`config.mk`:
```
export PLATFORM = sky130hd
export DESIGN_NAME = sweep_sequencer
export DESIGN_NICKNAME = d
export VERILOG_FILES = /design/src/rtl/sweep_seq_pkg.sv /design/src/rtl/sweep_freq_plan.sv /design/src/rtl/sweep_chan_capture.sv /design/src/rtl/sweep_wait_timer.sv /design/src/rtl/sweep_sequencer.sv
export SDC_FILE = /design/constraint.sdc
export NUM_CORES = 1
export LEC_CHECK = 0
export ABC_CLOCK_PERIOD_IN_PS = 2380
export BUFFER_PORTS_ARGS = -buffer_cell sky130_fd_sc_hd__buf_2
export CAP_MARGIN = 10
export CORE_MARGIN = 3
export CORE_UTILIZATION = 40
export CTS_CLUSTER_SIZE = 16
export DETAILED_ROUTE_END_ITERATION = 10
export PLACE_DENSITY = 0.67
export SYNTH_ARGS = -nofsm -noshare
export SYNTH_HDL_FRONTEND = slang
export SYNTH_SLANG_ARGS = --single-unit
```
`constraint.sdc`:
```
create_clock -name clk -period 2.38 [get_ports clk]
set_input_delay 0.476 -clock clk [delete_from_list [all_inputs] [get_ports clk]]
set_output_delay 0.476 -clock clk [all_outputs]
set_load 0.05 [all_outputs]
```
`src/rtl/sweep_seq_pkg.sv`:
```
package sweep_seq_pkg;

    typedef enum logic [2:0] {
        ST_IDLE   = 3'd0,
        ST_CONFIG = 3'd1,
        ST_START  = 3'd2,
        ST_WAIT   = 3'd3,
        ST_LATCH  = 3'd4,
        ST_NEXT   = 3'd5,
        ST_DONE   = 3'd6
    } seq_state_t;

endpackage

```
`src/rtl/sweep_freq_plan.sv`:
```
// Maps (decade, step) to a clock subrange and a tuning word.
module sweep_freq_plan #(
    parameter int NUM_DECADES = 7,
    parameter int DEC_W       = 3,
    parameter int STEP_W      = 4,
    parameter int SUB_W       = 3,
    parameter int TW_W        = 27,
    parameter int TW_SHIFT    = 16,
    parameter int TOP_SCALE   = 10
) (
    input  logic [DEC_W-1:0]  decade,
    input  logic [STEP_W-1:0] step,
    output logic [SUB_W-1:0]  clk_sel,
    output logic [TW_W-1:0]   tune_word
);

    logic [TW_W-1:0] periods;

    // The two highest decades share the fastest subrange.
    always_comb begin
        if (decade == '0) begin
            clk_sel = '0;
        end else begin
            clk_sel = SUB_W'(decade - DEC_W'(1));
        end
    end

    generate
        if (TOP_SCALE == 1) begin : g_flat
            always_comb begin
                periods = TW_W'(step);
            end
        end else begin : g_scaled
            always_comb begin
                if (decade == '0) begin
                    periods = TW_W'(step) * TW_W'(TOP_SCALE);
                end else begin
                    periods = TW_W'(step);
                end
            end
        end
    endgenerate

    always_comb begin
        tune_word = periods << TW_SHIFT;
    end

endmodule

```
`src/rtl/sweep_chan_capture.sv`:
```
// Remembers that one channel finished and holds its two components.
module sweep_chan_capture #(
    parameter int DATA_W = 16
) (
    input  logic              clk,
    input  logic              rst_n,
    input  logic              clear,
    input  logic              enable,
    input  logic              done,
    input  logic [DATA_W-1:0] re_in,
    input  logic [DATA_W-1:0] im_in,
    output logic              seen,
    output logic [DATA_W-1:0] re_q,
    output logic [DATA_W-1:0] im_q
);

    always_ff @(posedge clk or negedge rst_n) begin
        if (!rst_n) begin
            seen <= 1'b0;
            re_q <= '0;
            im_q <= '0;
        end else if (clear) begin
            seen <= 1'b0;
        end else if (enable && done && !seen) begin
            seen <= 1'b1;
            re_q <= re_in;
            im_q <= im_in;
        end
    end

endmodule

```
`src/rtl/sweep_wait_timer.sv`:
```
// Counts waiting cycles; expired marks the last allowed cycle.
module sweep_wait_timer #(
    parameter int TIMEOUT = 1024
) (
    input  logic clk,
    input  logic rst_n,
    input  logic clear,
    input  logic run,
    output logic expired
);

    localparam int CNT_W = $clog2(TIMEOUT + 1);

    logic [CNT_W-1:0] count;

    always_ff @(posedge clk or negedge rst_n) begin
        if (!rst_n) begin
            count <= '0;
        end else if (clear) begin
            count <= '0;
        end else if (run && !expired) begin
            count <= count + CNT_W'(1);
        end
    end

    always_comb begin
        expired = (count == CNT_W'(TIMEOUT - 1));
    end

endmodule

```
`src/rtl/sweep_sequencer.sv`:
```
module sweep_sequencer
    import sweep_seq_pkg::*;
#(
    parameter int DATA_W      = 16,
    parameter int NUM_DECADES = 7,
    parameter int TOP_STEPS   = 10,
    parameter int LOW_STEPS   = 9,
    parameter int TOP_SCALE   = 10,
    parameter int TW_W        = 27,
    parameter int TW_SHIFT    = 16,
    parameter int REP_W       = 4,
    parameter int SETTLE_W    = 8,
    parameter int TIMEOUT     = 1 << 20,
    localparam int DEC_W      = $clog2(NUM_DECADES),
    localparam int STEP_W     = $clog2(TOP_STEPS + 1),
    localparam int SUB_W      = $clog2(NUM_DECADES - 1)
) (
    input  logic                clk,
    input  logic                rst_n,
    input  logic                sweep_go,
    input  logic [REP_W-1:0]    cfg_repeat,
    input  logic [SETTLE_W-1:0] cfg_settle,
    output logic                vch_start,
    output logic                ich_start,
    input  logic                vch_done,
    input  logic                ich_done,
    input  logic [DATA_W-1:0]   vch_re,
    input  logic [DATA_W-1:0]   vch_im,
    input  logic [DATA_W-1:0]   ich_re,
    input  logic [DATA_W-1:0]   ich_im,
    output logic [SUB_W-1:0]    clk_sel,
    output logic [TW_W-1:0]     tune_word,
    output logic [SETTLE_W-1:0] settle_out,
    output logic                busy,
    output logic                res_valid,
    output logic [DEC_W-1:0]    res_decade,
    output logic [STEP_W-1:0]   res_step,
    output logic [REP_W-1:0]    res_rep,
    output logic [DATA_W-1:0]   res_v_re,
    output logic [DATA_W-1:0]   res_v_im,
    output logic [DATA_W-1:0]   res_i_re,
    output logic [DATA_W-1:0]   res_i_im,
    output logic                sweep_done,
    output logic                err_timeout
);

    localparam logic [DEC_W-1:0]  LAST_DECADE = DEC_W'(NUM_DECADES - 1);
    localparam logic [STEP_W-1:0] FIRST_TOP   = STEP_W'(TOP_STEPS);
    localparam logic [STEP_W-1:0] FIRST_LOW   = STEP_W'(LOW_STEPS);

    seq_state_t state_q, state_d;

    logic [DEC_W-1:0]    decade_q;
    logic [STEP_W-1:0]   step_q;
    logic [REP_W-1:0]    rep_q;
    logic [REP_W-1:0]    rep_limit_q;
    logic [SETTLE_W-1:0] settle_q;
    logic                err_q;

    logic v_seen, i_seen;
    logic pair_done;
    logic wait_expired;
    logic last_rep, last_step, last_decade;
    logic in_start, in_wait;

    // ---------------- sub-blocks ----------------
    sweep_freq_plan #(
        .NUM_DECADES (NUM_DECADES),
        .DEC_W       (DEC_W),
        .STEP_W      (STEP_W),
        .SUB_W       (SUB_W),
        .TW_W        (TW_W),
        .TW_SHIFT    (TW_SHIFT),
        .TOP_SCALE   (TOP_SCALE)
    ) u_plan (
        .decade    (decade_q),
        .step      (step_q),
        .clk_sel   (clk_sel),
        .tune_word (tune_word)
    );

    sweep_chan_capture #(.DATA_W(DATA_W)) u_vcap (
        .clk    (clk),
        .rst_n  (rst_n),
        .clear  (in_start),
        .enable (in_wait),
        .done   (vch_done),
        .re_in  (vch_re),
        .im_in  (vch_im),
        .seen   (v_seen),
        .re_q   (res_v_re),
        .im_q   (res_v_im)
    );

    sweep_chan_capture #(.DATA_W(DATA_W)) u_icap (
        .clk    (clk),
        .rst_n  (rst_n),
        .clear  (in_start),
        .enable (in_wait),
        .done   (ich_done),
        .re_in  (ich_re),
        .im_in  (ich_im),
        .seen   (i_seen),
        .re_q   (res_i_re),
        .im_q   (res_i_im)
    );

    sweep_wait_timer #(.TIMEOUT(TIMEOUT)) u_timer (
        .clk     (clk),
        .rst_n   (rst_n),
        .clear   (in_start),
        .run     (in_wait),
        .expired (wait_expired)
    );

    // ---------------- decode helpers ----------------
    always_comb begin
        in_start    = (state_q == ST_START);
        in_wait     = (state_q == ST_WAIT);
        pair_done   = (v_seen || vch_done) && (i_seen || ich_done);
        last_rep    = (rep_q == rep_limit_q);
        last_step   = (step_q == STEP_W'(1));
        last_decade = (decade_q == LAST_DECADE);
    end

    // ---------------- state register ----------------
    always_ff @(posedge clk or negedge rst_n) begin
        if (!rst_n) begin
            state_q <= ST_IDLE;
        end else begin
            state_q <= state_d;
        end
    end

    // ---------------- next state ----------------
    always_comb begin
        state_d = state_q;
        unique case (state_q)
            ST_IDLE: begin
                if (sweep_go) begin
                    state_d = ST_CONFIG;
                end
            end
            ST_CONFIG: state_d = ST_START;
            ST_START:  state_d = ST_WAIT;
            ST_WAIT: begin
                if (pair_done) begin
                    state_d = ST_LATCH;
                end else if (wait_expired) begin
                    state_d = ST_IDLE;
                end
            end
            ST_LATCH: state_d = ST_NEXT;
            ST_NEXT: begin
                if (!last_rep) begin
                    state_d = ST_START;
                end else if (last_step && last_decade) begin
                    state_d = ST_DONE;
                end else begin
                    state_d = ST_CONFIG;
                end
            end
            ST_DONE: state_d = ST_IDLE;
            default: state_d = ST_IDLE;
        endcase
    end

    // ---------------- sweep position and configuration ----------------
    always_ff @(posedge clk or negedge rst_n) begin
        if (!rst_n) begin
            decade_q    <= '0;
            step_q      <= FIRST_TOP;
            rep_q       <= '0;
            rep_limit_q <= '0;
            settle_q    <= '0;
            err_q       <= 1'b0;
        end else begin
            unique case (state_q)
                ST_IDLE: begin
                    if (sweep_go) begin
                        decade_q    <= '0;
                        step_q      <= FIRST_TOP;
                        rep_q       <= '0;
                        rep_limit_q <= cfg_repeat;
                        settle_q    <= cfg_settle;
                        err_q       <= 1'b0;
                    end
                end
                ST_WAIT: begin
                    if (!pair_done && wait_expired) begin
                        err_q <= 1'b1;
                    end
                end
                ST_NEXT: begin
                    if (!last_rep) begin
                        rep_q <= rep_q + REP_W'(1);
                    end else begin
                        rep_q <= '0;
                        if (!last_step) begin
                            step_q <= step_q - STEP_W'(1);
                        end else if (!last_decade) begin
                            step_q   <= FIRST_LOW;
                            decade_q <= decade_q + DEC_W'(1);
                        end
                    end
                end
                default: begin
                end
            endcase
        end
    end

    // ---------------- outputs ----------------
    always_comb begin
        vch_start   = 1'b0;
        ich_start   = 1'b0;
        res_valid   = 1'b0;
        sweep_done  = 1'b0;
        busy        = 1'b1;
        unique case (state_q)
            ST_IDLE:  busy       = 1'b0;
            ST_START: begin
                vch_start = 1'b1;
                ich_start = 1'b1;
            end
            ST_LATCH: res_valid  = 1'b1;
            ST_DONE:  sweep_done = 1'b1;
            default: begin
            end
        endcase
        res_decade  = decade_q;
        res_step    = step_q;
        res_rep     = rep_q;
        settle_out  = settle_q;
        err_timeout = err_q;
    end

endmodule

```
==> reports/qor.json <==
{
  "synthToLayoutAreaGrowth": {"value": 35.3, "unit": "%"},
  "end_kind": {"value": "output port"},
  "numCtsBuffers": {"value": 17},
  "worst-endpoint-required": {"value": 1.90, "unit": "ns"},
  "avgViaCountPerCell": {"value": 4.93},
  "final_hold_violations": {"value": 0},
  "gp_routability_congestion": {"value": 0.811},
  "timing.final.setup_violations": {"value": 2},
  "failed_checks": {"value": "negative setup slack"},
  "clock_tree.buffer_depth": {"value": 2},
  "n_antenna_cell": {"value": 0},
  "global_route.usage.total": {"value": 18.7, "unit": "%"},
  "leakagePower": {"value": 3.46, "unit": "nW"},
  "final_standard_cell_utilization_of_the_core": {"value": 56.1, "unit": "%"},
  "cts_max_level": {"value": 4},
  "crit_path_setup_slack_layout": {"value": -0.284, "unit": "ns"},
  "synthDistinctLibCells": {"value": 54},
  "finalWorstPathRequiredPeriod": {"value": 2.66, "unit": "ns"},
  "path_max_fanout": {"value": 2},
  "totalWireLength": {"value": 13200, "unit": "um"},
  "detailed_placement_hpwl": {"value": 9560, "unit": "um"},
  "synth.top_cells.by_area": {"value": "dfrtp_1, mux2_2, ha_1"},
  "post-layout-total-power": {"value": 0.0113, "unit": "W"},
  "synth-edff-count": {"value": 0},
  "skew": {"value": 0.00724, "unit": "ns"},
  "synthesized_instance_count": {"value": 438},
  "slew_headroom": {"value": 62.1, "unit": "%"},
  "drt_drc_violations_left": {"value": 0},
  "port-buffer-count": {"value": 180},
  "core": {"value": 0.0128, "unit": "mm2"},
  "synth.top_cells.by_count": {"value": "dfrtp_1, mux2_2, nand2_1"},
  "ys.flop_type": {"value": "dfrtp_1"},
  "worst-setup-path-type": {"value": "reg -> out"},
  "worst_setup_path_startpoint": {"value": "res_step[3]$_DFFE_PN1P_"},
  "drt_iter0_markers": {"value": 82},
  "worstSkewPairLatency": {"value": 0.41, "unit": "ns"},
  "cp.arrival": {"value": 2.19, "unit": "ns"},
  "clock_tree_from_tritoncts": {"value": "yes"},
  "dpl_worst_slack": {"value": -0.0924, "unit": "ns"},
  "netlist_area": {"value": 0.00530, "unit": "mm2"},
  "die_ar": {"value": 0.0147, "unit": "mm2"},
  "timing_max_transition_violations_final": {"value": 0},
  "grt_overflow_total": {"value": 0},
  "synth_largest_type_area_fraction": {"value": 52.9, "unit": "%"},
  "detailroute.via_count": {"value": 4069},
  "path_clk_slew": {"value": 0.05, "unit": "ns"},
  "critical_path_startpoint_category": {"value": "flip-flop"},
  "asyncSetResetFlopFracSynth": {"value": 100, "unit": "%"},
  "via_count_of_the_first_global_routing_pass": {"value": 4379},
  "synth_sequential_area_ratio": {"value": 53.9, "unit": "%"},
  "number_of_antenna_violations_at_the_first_check_in_global_routing": {"value": 0},
  "reg2reg_from": {"value": "u_timer.count[4]$_DFFE_PN0P_"},
  "synth.most_common_cell": {"value": "dfrtp_1"},
  "synth.largest_area_cell": {"value": "dfrtp_1"},
  "synth-warning-count": {"value": 0},
  "final_antenna_net_count": {"value": 0},
  "drv.max_cap_violation_count": {"value": 0},
  "run_status": {"value": "complete, but fails checks"},
  "layout.nets": {"value": 735},
  "power_per_cell_area": {"value": 1580, "unit": "mW/mm2"},
  "syn_avg_cell_area": {"value": 12.1, "unit": "um2"},
  "grt_setup_unrepaired": {"value": "yes"},
  "vdd_ir_drop_max": {"value": 0.00118, "unit": "V"},
  "worst_hold_path_class": {"value": "in -> async"},
  "dr.pass1.iters": {"value": 4},
  "setup_tns": {"value": -0.558, "unit": "ns"},
  "drive_above_1_share": {"value": 51.9, "unit": "%"},
  "cts.hold.buffers_added": {"value": 0},
  "io_pins": {"value": 200},
  "die_w": {"value": 121, "unit": "um"},
  "chipHeight": {"value": 121, "unit": "um"},
  "measured_slew_at_the_worst_slew_check_pin": {"value": 0.565, "unit": "ns"},
  "num_rows": {"value": 41},
  "global_route_wire_length_before_repair": {"value": 21500, "unit": "um"},
  "post-route-period-util": {"value": 112, "unit": "%"},
  "grt_max_degree": {"value": 47},
  "initial_utilization": {"value": 41.5, "unit": "%"},
  "cts_root_buffer": {"value": "clkbuf_16"},
  "r2r.worst_path.cells": {"value": 4},
  "tritoncts_num_sinks": {"value": 114},
  "wire_per_inst": {"value": 16.0, "unit": "um"},
  "synth.ff_latch_count": {"value": 114},
  "max_clock_freq": {"value": 375, "unit": "MHz"}
}
==> timing repair <==
item / 4_1_cts / 5_1_grt
gates resized for setup: 20 / 7
setup buffers: 4 / 0
setup endpoints to repair: 8 / 14
pin swaps: 4 / 3
==> flip-flops by register name (all words and copies together), names as in the netlist, 8 cells and up <==
| signal | count |
|---|---|
| u_timer.count | 21 |
| u_icap.im_q | 16 |
| u_icap.re_q | 16 |
| u_vcap.im_q | 16 |
| u_vcap.re_q | 16 |
| settle_out | 8 |
==> final timing paths <==
path                                           endpoint  slack (ns)
setup / recovery                          tune_word[22]       -0.28
hold / removal               u_vcap.im_q[4]$_DFFE_PN0P_        0.03
setup reg to reg           u_timer.count[1]$_DFFE_PN0P_        0.18
hold reg to reg                 err_timeout$_DFFE_PN0P_        0.48
max in group asynchronous       res_step[1]$_DFFE_PN1P_        1.68
min in group clk            u_vcap.im_q[10]$_DFFE_PN0P_        0.29
==> metrics by stage <==
stage	cells	hold WS, ns	cell area (um2)
after floorplan	456	0.180	5380
after global placement	789	0.466	6440
after detailed placement	789	0.471	6440
after CTS	825	0.0229	7140
after global routing	825	0.0395	7170
final	825	0.0267	7170
==> where the power goes <==
group          internal [W]  switching [W]  leakage, nW
Sequential          0.00272       0.000514         1.42
Clock               0.00155       0.000897        0.274
Combinational       0.00167        0.00399         1.76
Total               0.00594        0.00540         3.46
==> layer usage <==
| layer | share of wire (%) | routed length, um | global-route usage, % |
|---|---|---|---|
| met5 | 0 | 0 | 0 |
| met4 | 1.2 | 156 | 6.52 |
| met3 | 8.0 | 1060 | 7.55 |
| met2 | 50 | 6580 | 30.7 |
| met1 | 41 | 5420 | 22.3 |
==> cells by family after synthesis <==
group | after synthesis | synth area share (%)
mux | 84 | 17.8
xor+xnor | 17 | 2.81
simple gates | 119 | 11.7
flops | 114 | 53.9
fa+ha+maj | 14 | 3.45
other cells | 1 | 0.0708
compound gates | 42 | 5.46
buf+inv | 47 | 4.77
==> worst max-delay path: stages, from the launching register on <==
cell and delay (ns):
dfstp_4 0.62, ha_4 0.20, ha_4 0.16, fa_2 0.35
xor2_1 0.15, and2_4 0.16, buf_8 0.14
==> layout make-up <==
cell class	count	area (um2)
fill	1107	5610
inverter	13	48.8
multi-input combinational	295	2340
timing repair buffer	199	1120
clock inverter	11	104
clock buffer	21	480
tap	172	215
sequential	114	2860
==> placed cells by master, fill, tap and decap left out, types with 5 or more instances in the layout <==
| master | count |
|---|---|
| a211oi_1 | 6 |
| a21oi_1 | 5 |
| buf_2 | 173 |
| buf_4 | 20 |
| clkbuf_16 | 17 |
| clkinvlp_4 | 5 |
| conb_1 | 19 |
| dfrtp_1 | 112 |
| ha_1 | 9 |
| inv_1 | 12 |
| mux2_2 | 80 |
| nand2_1 | 36 |
| nand3_1 | 12 |
| nand4_1 | 5 |
| nor2_1 | 26 |
| nor4_1 | 5 |
| o21ai_0 | 11 |
| xnor2_1 | 12 |
| xor2_1 | 5 |
No activity file was read; power rests on OpenSTA's default activity.
